## src/rtl/fbg_pkg.sv

```systemverilog
package fbg_pkg;
  localparam int SRC_NUM = 4;
  localparam int SEL_W   = 2;
  localparam int DIV_W   = 4;
  localparam int FRAC_W  = 4;
  localparam int DATA_W  = 8;
  localparam int CNT_W   = DIV_W + 1;
  localparam int DIV_MAX = 1 << DIV_W;
  localparam int SRC_LSB = DIV_W;
  localparam int EN_BIT  = DIV_W + SEL_W;

  typedef struct packed {
    logic              frac_en;
    logic [SEL_W-1:0]  src;
    logic [DIV_W-1:0]  n;
    logic [FRAC_W-1:0] k;
  } cfg_t;
endpackage

```

## src/rtl/fbg_regs.sv

```systemverilog
module fbg_regs
  import fbg_pkg::*;
(
  input  logic              clk,
  input  logic              rst,
  input  logic              wr_en,
  input  logic              wr_sel,
  input  logic [DATA_W-1:0] wr_data,
  input  logic              rd_sel,
  output cfg_t              cfg,
  output logic              restart,
  output logic [DATA_W-1:0] rd_data
);
  logic unused_hi;
  assign unused_hi = ^wr_data[DATA_W-1:EN_BIT+1];

  always_ff @(posedge clk) begin
    if (rst) begin
      cfg     <= '0;
      rd_data <= '0;
    end else begin
      if (wr_en) begin
        if (wr_sel) begin
          cfg.k <= wr_data[FRAC_W-1:0];
        end else begin
          cfg.n       <= wr_data[DIV_W-1:0];
          cfg.src     <= wr_data[SRC_LSB +: SEL_W];
          cfg.frac_en <= wr_data[EN_BIT];
        end
      end
      rd_data <= rd_sel ? DATA_W'(cfg.k) : DATA_W'({cfg.frac_en, cfg.src, cfg.n});
    end
  end

  assign restart = wr_en;
endmodule

```

## src/rtl/fbg_tick_sel.sv

```systemverilog
module fbg_tick_sel
  import fbg_pkg::*;
(
  input  logic [SRC_NUM-1:0] pre_tick,
  input  logic [SEL_W-1:0]   sel,
  output logic               src_tick
);
  logic [SRC_NUM-1:0] hit;

  for (genvar i = 0; i < SRC_NUM; i++) begin : g_src
    assign hit[i] = pre_tick[i] & (sel == SEL_W'(i));
  end

  assign src_tick = |hit;
endmodule

```

## src/rtl/fbg_legal.sv

```systemverilog
module fbg_legal
  import fbg_pkg::*;
(
  input  logic [DIV_W-1:0]  n,
  input  logic [FRAC_W-1:0] k,
  input  logic              frac_en,
  input  logic              uart_mode,
  output logic [CNT_W-1:0]  eff_n,
  output logic [FRAC_W-1:0] step,
  output logic              frac_act,
  output logic              n_bad
);
  assign eff_n    = (n == '0) ? CNT_W'(DIV_MAX) : CNT_W'(n);
  assign frac_act = frac_en && (k != '0) && uart_mode;
  assign n_bad    = (n == DIV_W'(1)) && (!uart_mode || frac_act);
  // modulo-16 complement: 16-K for K in 1..15
  assign step     = -k;
endmodule

```

## src/rtl/fbg_divider.sv

```systemverilog
module fbg_divider
  import fbg_pkg::*;
(
  input  logic              clk,
  input  logic              rst,
  input  logic              restart,
  input  logic              hold,
  input  logic              src_tick,
  input  logic              frac_act,
  input  logic [CNT_W-1:0]  eff_n,
  input  logic [FRAC_W-1:0] step,
  output logic              baud_tick
);
  logic [CNT_W-1:0]  cnt;
  logic [CNT_W-1:0]  target;
  logic [FRAC_W-1:0] acc;
  logic              stretch;
  logic [FRAC_W:0]   acc_sum;

  assign target  = eff_n + CNT_W'(frac_act & stretch);
  assign acc_sum = {1'b0, acc} + {1'b0, step};

  always_ff @(posedge clk) begin
    if (rst || restart || hold) begin
      cnt       <= '0;
      acc       <= '0;
      stretch   <= 1'b0;
      baud_tick <= 1'b0;
    end else begin
      baud_tick <= 1'b0;
      if (src_tick) begin
        if (cnt + 1'b1 >= target) begin
          cnt       <= '0;
          baud_tick <= 1'b1;
          if (frac_act) begin
            {stretch, acc} <= acc_sum;
          end else begin
            stretch <= 1'b0;
            acc     <= '0;
          end
        end else begin
          cnt <= cnt + 1'b1;
        end
      end
    end
  end
endmodule

```

## src/rtl/frac_baud_gen.sv

```systemverilog
module frac_baud_gen
  import fbg_pkg::*;
(
  input  logic               clk,
  input  logic               rst,
  input  logic               uart_mode,
  input  logic [SRC_NUM-1:0] pre_tick,
  input  logic               wr_en,
  input  logic               wr_sel,
  input  logic [DATA_W-1:0]  wr_data,
  input  logic               rd_sel,
  output logic [DATA_W-1:0]  rd_data,
  output logic               baud_tick
);
  cfg_t              cfg;
  logic              restart;
  logic              src_tick;
  logic [CNT_W-1:0]  eff_n;
  logic [FRAC_W-1:0] step;
  logic              frac_act;
  logic              n_bad;

  fbg_regs u_regs (
    .clk(clk), .rst(rst), .wr_en(wr_en), .wr_sel(wr_sel), .wr_data(wr_data),
    .rd_sel(rd_sel), .cfg(cfg), .restart(restart), .rd_data(rd_data)
  );

  fbg_tick_sel u_sel (
    .pre_tick(pre_tick), .sel(cfg.src), .src_tick(src_tick)
  );

  fbg_legal u_legal (
    .n(cfg.n), .k(cfg.k), .frac_en(cfg.frac_en), .uart_mode(uart_mode),
    .eff_n(eff_n), .step(step), .frac_act(frac_act), .n_bad(n_bad)
  );

  fbg_divider u_div (
    .clk(clk), .rst(rst), .restart(restart), .hold(n_bad), .src_tick(src_tick),
    .frac_act(frac_act), .eff_n(eff_n), .step(step), .baud_tick(baud_tick)
  );
endmodule

```

## config.mk

```make
export PLATFORM = sky130hd
export DESIGN_NAME = frac_baud_gen
export DESIGN_NICKNAME = d
export VERILOG_FILES = /design/src/rtl/fbg_pkg.sv /design/src/rtl/fbg_regs.sv /design/src/rtl/fbg_tick_sel.sv /design/src/rtl/fbg_legal.sv /design/src/rtl/fbg_divider.sv /design/src/rtl/frac_baud_gen.sv
export SDC_FILE = /design/constraint.sdc
export NUM_CORES = 1
export LEC_CHECK = 0
export CAP_MARGIN = 25
export CORE_ASPECT_RATIO = 2
export CORE_MARGIN = 4
export CORE_UTILIZATION = 40
export CTS_CLUSTER_SIZE = 14
export DETAILED_ROUTE_END_ITERATION = 10
export MAX_ROUTING_LAYER = met4
export PLACE_DENSITY = 0.68
export SLEW_MARGIN = 20
export SYNTH_ARGS = -nofsm -noshare
export SYNTH_HDL_FRONTEND = slang
export SYNTH_SLANG_ARGS = --single-unit
```

## constraint.sdc

```tcl
create_clock -name clk -period 2.4 [get_ports clk]
set_clock_uncertainty 0.05 [all_clocks]
set_input_delay 0.48 -clock clk [delete_from_list [all_inputs] [get_ports clk]]
set_output_delay 0.48 -clock clk [all_outputs]
set_load 0.1 [all_outputs]
```

==> flow_metrics.py, run 1 <==
metrics = {
    "worst_setup_path": {
        "cp_top_family": "adder cells",
        "crit_arrival_ns": 2.83,
        "worstSetupStartpointType": "register",
        "crit_path_cell_trace": "inv_2 > ha_4 > nand2b_4 > o211ai_1 > nor2_1 > ha_2 > ha_4 > xnor2_1 > ha_1 > a21oi_2 > o21ai_4 > a31oi_4 > nor2_4 > buf_6 > mux2i_1",
        "critPathBufInv": 2,
        "cp-end-kind": "register",
        "worst_ep_required_time_ns": 2.50,
        "critPathSlowestCell": "ha_1",
        "crit_fanout": 3,
        "critPathMaxStageDelay_ns": 0.34,
        "crit_top_cell": "ha_4",
        "path_class": "reg2reg",
    },
    "finish": {
        "fillers": 321,
        "area_delta_synth_final_pct": 35.52,
        "instances_no_fill": 256,
        "design_area_um2": 2091,
        "n_antenna_cell": 0,
        "utilization_pct": 56.74,
        "drive_gt1_share_pct": 26.09,
        "multi_input_area_um2": 983.4,
        "nets": 238,
        "regArea_um2": 583.1,
    },
    "clocking": {
        "cts_root_buf": "clkbuf_8",
        "cts_inserted_buffers": 5,
        "cts_tree": "yes",
        "postCtsHoldBufs": 0,
        "clockBufferDepth": 2,
        "clkTransAtPathRegs_ns": 0.06,
        "clk_latency_ns": 0.28,
        "htree_levels": 2,
        "cts.sinks": 29,
    },
    "sta": {
        "setup-violations-final": 11,
        "rsz0062_at_grt": "true",
        "slew_violations": 0,
        "fin_crit_ns": 2.729,
        "setup_slack_ns": -0.3289,
        "timing.final.crit_share_pct": 113.7,
        "clock.fmax_mhz": 366.4,
        "finalHoldViolCount": 0,
        "fin_setup_tns_ns": -3.278,
    },
    "placement": {
        "io_buffers": 24,
        "placedCellCount": 243,
        "place_area_um2": 1908,
        "post-place-ws_ns": -0.5969,
        "gp_congestion": 0.8712,
        "hpwl_mm": 2.787,
    },
    "synthesis": {
        "syn_nets": 199,
        "synth-edff-count": 0,
        "ys_seq_area_share_pct": 37.63,
        "synth.avg_cell_area_um2": 9.238,
        "yosysWarnings": 0,
        "syn_area_um2": 1543,
        "synth-seq-cells": 29,
        "async_reset_ff_share_pct": 0,
        "yosysUniqueCellTypes": 37,
        "ys.flop_type": "dfxtp_1",
        "synthCells": 167,
    },
    "detailed_routing": {
        "first_pass_iters": 4,
        "drc_errors": 0,
        "vias": 1294,
        "drt_iter0_drc": 25,
        "viasPerCell": 5.055,
        "ant_nets": 0,
        "wl_per_cell_um": 14.14,
        "wl_mm": 3.620,
    },
    "global_route": {
        "grt_max_degree": 10,
        "grt-ovfl-total": 0,
        "antenna_found_initial": 0,
        "grt_pass1_wl_mm": 5.761,
        "grt_usage_pct": 16.23,
        "grt_pass1_vias": 1336,
    },
    "power": {
        "p_comb_share_pct": 22.9,
        "ir_drop_uv": 345.9,
        "leakagePower_nw": 0.8486,
        "power.internal_uw": 823.6,
        "p_seq_share_pct": 43.9,
        "switching_power_uw": 343.0,
        "power_density_nw_per_um2": 557.9,
        "swShare_pct": 29.40,
        "power.share.clock_pct": 33.3,
    },
    "floorplanning": {
        "core_um2": 3685,
        "chipHeight_um": 95.83,
        "dieArea_um2": 4975,
        "start_util_pct": 41.87,
        "num_rows": 31,
        "io_pins": 27,
        "die_w_um": 51.92,
    },
    "run_status": {
        "status": "complete, but fails checks",
        "violations": "negative setup slack",
    },
    "flow_run": {
        "maxCapViolCount": 0,
    },
    "hold_path": {
        "hold_path_class": "reg2reg",
    },
}
sequential cells by signal (all words and copies together) (netlist names):
register	cells
u_div.acc	4
u_div.cnt	5
u_regs.cfg	11
u_div.baud_tick	1
u_div.stretch	1
u_regs.rd_data	7
routing by layer:
metal / track usage, % / vias to the layer above / routed length [µm]
met4: 8.972 / 0 / 153
met2: 30.57 / 30 / 2089
met5: - / - / 0
li1: - / 647 / -
met1: 14.24 / 602 / 1235
met3: 3.411 / 15 / 141
power by group through the flow:
stage               Combinational (mW)  Sequential [mW]  Clock [mW]
detailed placement               0.227            0.523           0
finish                           0.267            0.512       0.388
floorplan                        0.126            0.547           0
global placement                 0.222            0.522           0
global route                     0.286            0.514       0.417
CTS                              0.254            0.512       0.398
per-stage QoR:
stage | hold slack, ns | power [mW]
after floorplan | 0.3847 | 0.6724
after global placement | 0.4008 | 0.7438
after detailed placement | 0.4144 | 0.7497
after CTS | 0.4240 | 1.164
after global routing | 0.4436 | 1.218
final | 0.4187 | 1.167
Yosys cell counts, types with 3 or more instances:
master,instances,area (µm²)
a22oi_1,3,22.52
ha_1,13,162.7
dfxtp_1,29,580.6
a21oi_1,6,30.03
mux2i_1,19,190.2
nand2_1,14,52.55
nor3_1,4,20.02
nand3_1,7,35.03
xnor2_1,8,70.07
a31oi_1,3,18.77
nor2b_1,3,18.77
nor2_1,18,67.56
clkbuf_1,5,18.77
inv_1,7,26.28
cell families (layout without fill, tap and decap cells):
group	Yosys count	count (layout)	synth area share [%]
compound gates	21	21	9.895
xor+xnor	10	10	5.678
fa+ha+maj	14	14	11.84
buf+inv	16	56	4.299
flops	29	29	37.63
mux	20	20	13.30
other cells	1	1	0.2431
simple gates	56	56	17.11
worst paths after layout:
check | start | endpoint | cells after the start | slack (ns)
max | u_regs.cfg[0] | u_div.stretch | 15 | -0.33
min | u_div.stretch | u_div.stretch | 2 | 0.42
max reg2reg | u_regs.cfg[0] | u_div.stretch | 15 | -0.33
min reg2reg | u_div.stretch | u_div.stretch | 2 | 0.42
cells in the final DEF (no fill, tap or decap), drive strengths merged, types with 2 or more instances in the layout:
cell type	n
a31oi	3
nand3	7
a21o	2
clkbuf	6
clkdlybuf4s50	15
ha	13
inv	7
nor2b	4
buf	25
a22oi	3
xnor2	8
dfxtp	29
mux2i	19
nand2b	2
a21oi	6
o21ai	3
nor3	4
nand2	14
xor2	2
clkinv	2
and2	3
nor2	19
final cells by class:
type / instances / area share (%)
Clock inverter: 2 / 0.4788
Inverter: 7 / 1.257
Tap cell: 49 / 2.932
Sequential cell: 29 / 27.89
Clock buffer: 6 / 3.471
Multi-Input combinational cell: 122 / 47.04
Timing Repair Buffer: 41 / 16.94
worst register-to-register path, cell delays in order, from the launching register on:
cell and delay [ns]:
dfxtp_2 0.32, inv_2 0.06, ha_4 0.15, nand2b_4 0.05, o211ai_1 0.27, nor2_1 0.08
ha_2 0.20, ha_4 0.16, xnor2_1 0.12, ha_1 0.34, a21oi_2 0.18, o21ai_4 0.10
a31oi_4 0.24, nor2_4 0.06, buf_6 0.12, mux2i_1 0.11
repair_timing:
item	4_1_cts	5_1_grt
cloned	0	0
setup buffers	3	2
setup endpoints to repair	11	11
pin swaps	4	11
resized for setup	8	5
Power figures use the tool's default switching activity.
==> run 2, diff against run 1 <==
- CTS_CLUSTER_SIZE: 14 -> not set
- GPL_ROUTABILITY_DRIVEN: not set -> 1
==> results of run 2 <==
Final layout, timing and power as in run 1 (identical DEF).
==> run 3, diff against run 2 <==
- CORE_UTILIZATION: 40 -> 52
- PLACE_DENSITY: 0.68 -> 0.81
- clock period: 2.4 -> 3.1 ns (I/O delays scaled with it)
==> flow_metrics.py, run 3 (synthesis results as in run 1) <==
metrics = {
    "run_status": {
        "status": "completed",
    },
    "finish": {
        "instances_no_fill": 224,
        "top_regs": "u_regs.cfg (11), u_regs.rd_data (7), u_div.cnt (5)",
        "fillers": 221,
        "largest_reg_flops": 11,
        "n_antenna_cell": 0,
        "area_delta_synth_final_pct": 25.47,
        "drive_gt1_share_pct": 14.36,
        "final_cell_mix": "dfxtp_1, mux2i_1, nor2_1, clkdlybuf4s50_1, nand2_1",
        "nets": 226,
        "regMostFlops": "u_regs.cfg",
        "layout_commonest_cell": "dfxtp_1",
    },
    "sta": {
        "setup_slack_ns": 0.1638,
        "clock.fmax_mhz": 340.6,
        "slew_violations": 0,
        "tightest_slew_ns": 0.5523,
        "setup-violations-final": 0,
        "finalHoldViolCount": 0,
        "fin_setup_tns_ns": 0,
        "rsz0062_at_grt": "false",
        "fin_crit_ns": 2.936,
        "relSlewSlack_pct": 63.01,
        "timing.final.crit_share_pct": 94.72,
        "hold_ws_ns": 0.4191,
    },
    "clocking": {
        "clockBufferDepth": 2,
        "post-cts-setup-buffers": 0,
        "cts_root_buf": "clkbuf_8",
        "htree_levels": 2,
        "cts_inserted_buffers": 5,
        "cts.sinks": 29,
        "clk_latency_ns": 0.29,
        "cts_tree": "yes",
        "clkTransAtPathRegs_ns": 0.06,
    },
    "power": {
        "ir_drop_uv": 430.6,
        "leakagePower_nw": 0.8047,
        "power_density_nw_per_um2": 535.5,
        "finalPower_mw": 1.036,
    },
    "detailed_routing": {
        "wl_met2_mm": 1.818,
        "wl_met3_um": 185,
        "routed.top_layer": "met4",
        "wl_per_cell_um": 14.36,
        "first_pass_iters": 3,
        "vias": 1219,
        "viasPerCell": 5.442,
        "drt-met1-wl_mm": 1.073,
        "wl_mm": 3.216,
        "drt_iter0_drc": 13,
        "ant_nets": 0,
        "drc_errors": 0,
    },
    "global_route": {
        "grt_max_degree": 19,
        "grt_pass1_vias": 1340,
        "antenna_found_initial": 0,
        "grt-ovfl-total": 0,
        "grt_usage_pct": 19.78,
        "grt_pass1_wl_mm": 5.492,
    },
    "floorplanning": {
        "io_pins": 27,
        "die_w_um": 46.52,
        "num_rows": 27,
        "dieArea_um2": 3955,
        "core_um2": 2804,
        "start_util_pct": 55.02,
        "chipHeight_um": 85.03,
    },
    "worst_setup_path": {
        "reg2reg_depth": 13,
        "worst_ep_required_time_ns": 3.25,
        "r2r-start": "u_regs.cfg[0]",
        "r2r_slack_ns": 0.19,
        "crit_fanout": 6,
        "path_class": "in2reg",
        "cp-end-kind": "register",
        "cp_top_family": "compound AO/OA/AOI/OAI gates",
        "crit_cells": 11,
        "crit_path_cell_trace": "clkdlybuf4s50_1 > o211ai_1 > nor2_1 > ha_1 > ha_1 > a31oi_1 > ha_1 > a21o_2 > a31oi_1 > nor2_4 > nor3_1",
        "crit_arrival_ns": 3.09,
        "setup.worst_path.start": "uart_mode",
        "critPathSlowestCell": "clkdlybuf4s50_1",
        "critPathMaxStageDelay_ns": 0.45,
        "critPathBufInv": 1,
        "endpoint": "u_div.cnt[2]",
        "crit_top_cell": "ha_1",
        "timing.rr.end": "u_div.cnt[2]",
        "worstSetupStartpointType": "input pin",
    },
    "placement": {
        "placedCellCount": 216,
        "gp_congestion": 0.7599,
        "io_buffers": 24,
        "post-place-ws_ns": -0.1541,
        "hpwl_mm": 2.558,
    },
    "hold_path": {
        "hold_path_class": "reg2reg",
        "worstHoldStart": "u_div.acc[0]",
    },
    "flow_run": {
        "maxCapViolCount": 0,
    },
}
==> run 3: worst min-delay path, delay by kind of cell, from the launching register on <==
kind / cells / cell delay, ns
multiplexers: 1 / 0.05
AND/OR/NAND/NOR: 1 / 0.06
flip-flops: 1 / 0.32
==> run 3: per-layer routing <==
layer  up-vias  GRT usage, %
li1        621             -
met1       552         15.97
met2        31         34.42
met3        15         6.369
met4         0         13.47
met5         -             -
==> run 3: timing repair <==
action,CTS,global route
gates resized for setup,0,1
setup endpoints to repair,0,7
hold buffers,0,0
==> run 3: power breakdown <==
part	switching (mW)	total, mW	internal, mW	leakage [nW]
clock	0.152	0.471	0.319	0.0681
sequential	0.0128	0.397	0.384	0.236
combinational	0.0924	0.168	0.0761	0.501
==> run 3: how the worst min path moves through the flow <==
stage	cells after the start	endpoint	slack, ns
global route	2	u_div.acc[3]	0.44
finish	2	u_div.acc[0]	0.42
global placement	2	u_div.stretch	0.40
CTS	2	u_div.acc[3]	0.42
floorplan	2	u_div.stretch	0.38
detailed placement	2	u_div.acc[3]	0.41
==> run 3: area by class of cell <==
type	instances	area, µm²	area share (%)
clock buffers	5	68.82	3.555
repair buffers	29	257.7	13.32
flip-flops and latches	29	580.6	29.99
inverters	7	26.28	1.357
multi-input cells	122	900.9	46.54
clock inverters	3	65.06	3.361
well taps	29	36.28	1.875
==> run 3: stage by stage <==
stage | area, µm² | utilization [%]
floorplan | 1543 | -
global placement | 1797 | 64.08
detailed placement | 1797 | 64.08
CTS | 1931 | 68.85
global route | 1936 | 69.03
finish | 1936 | 69.03
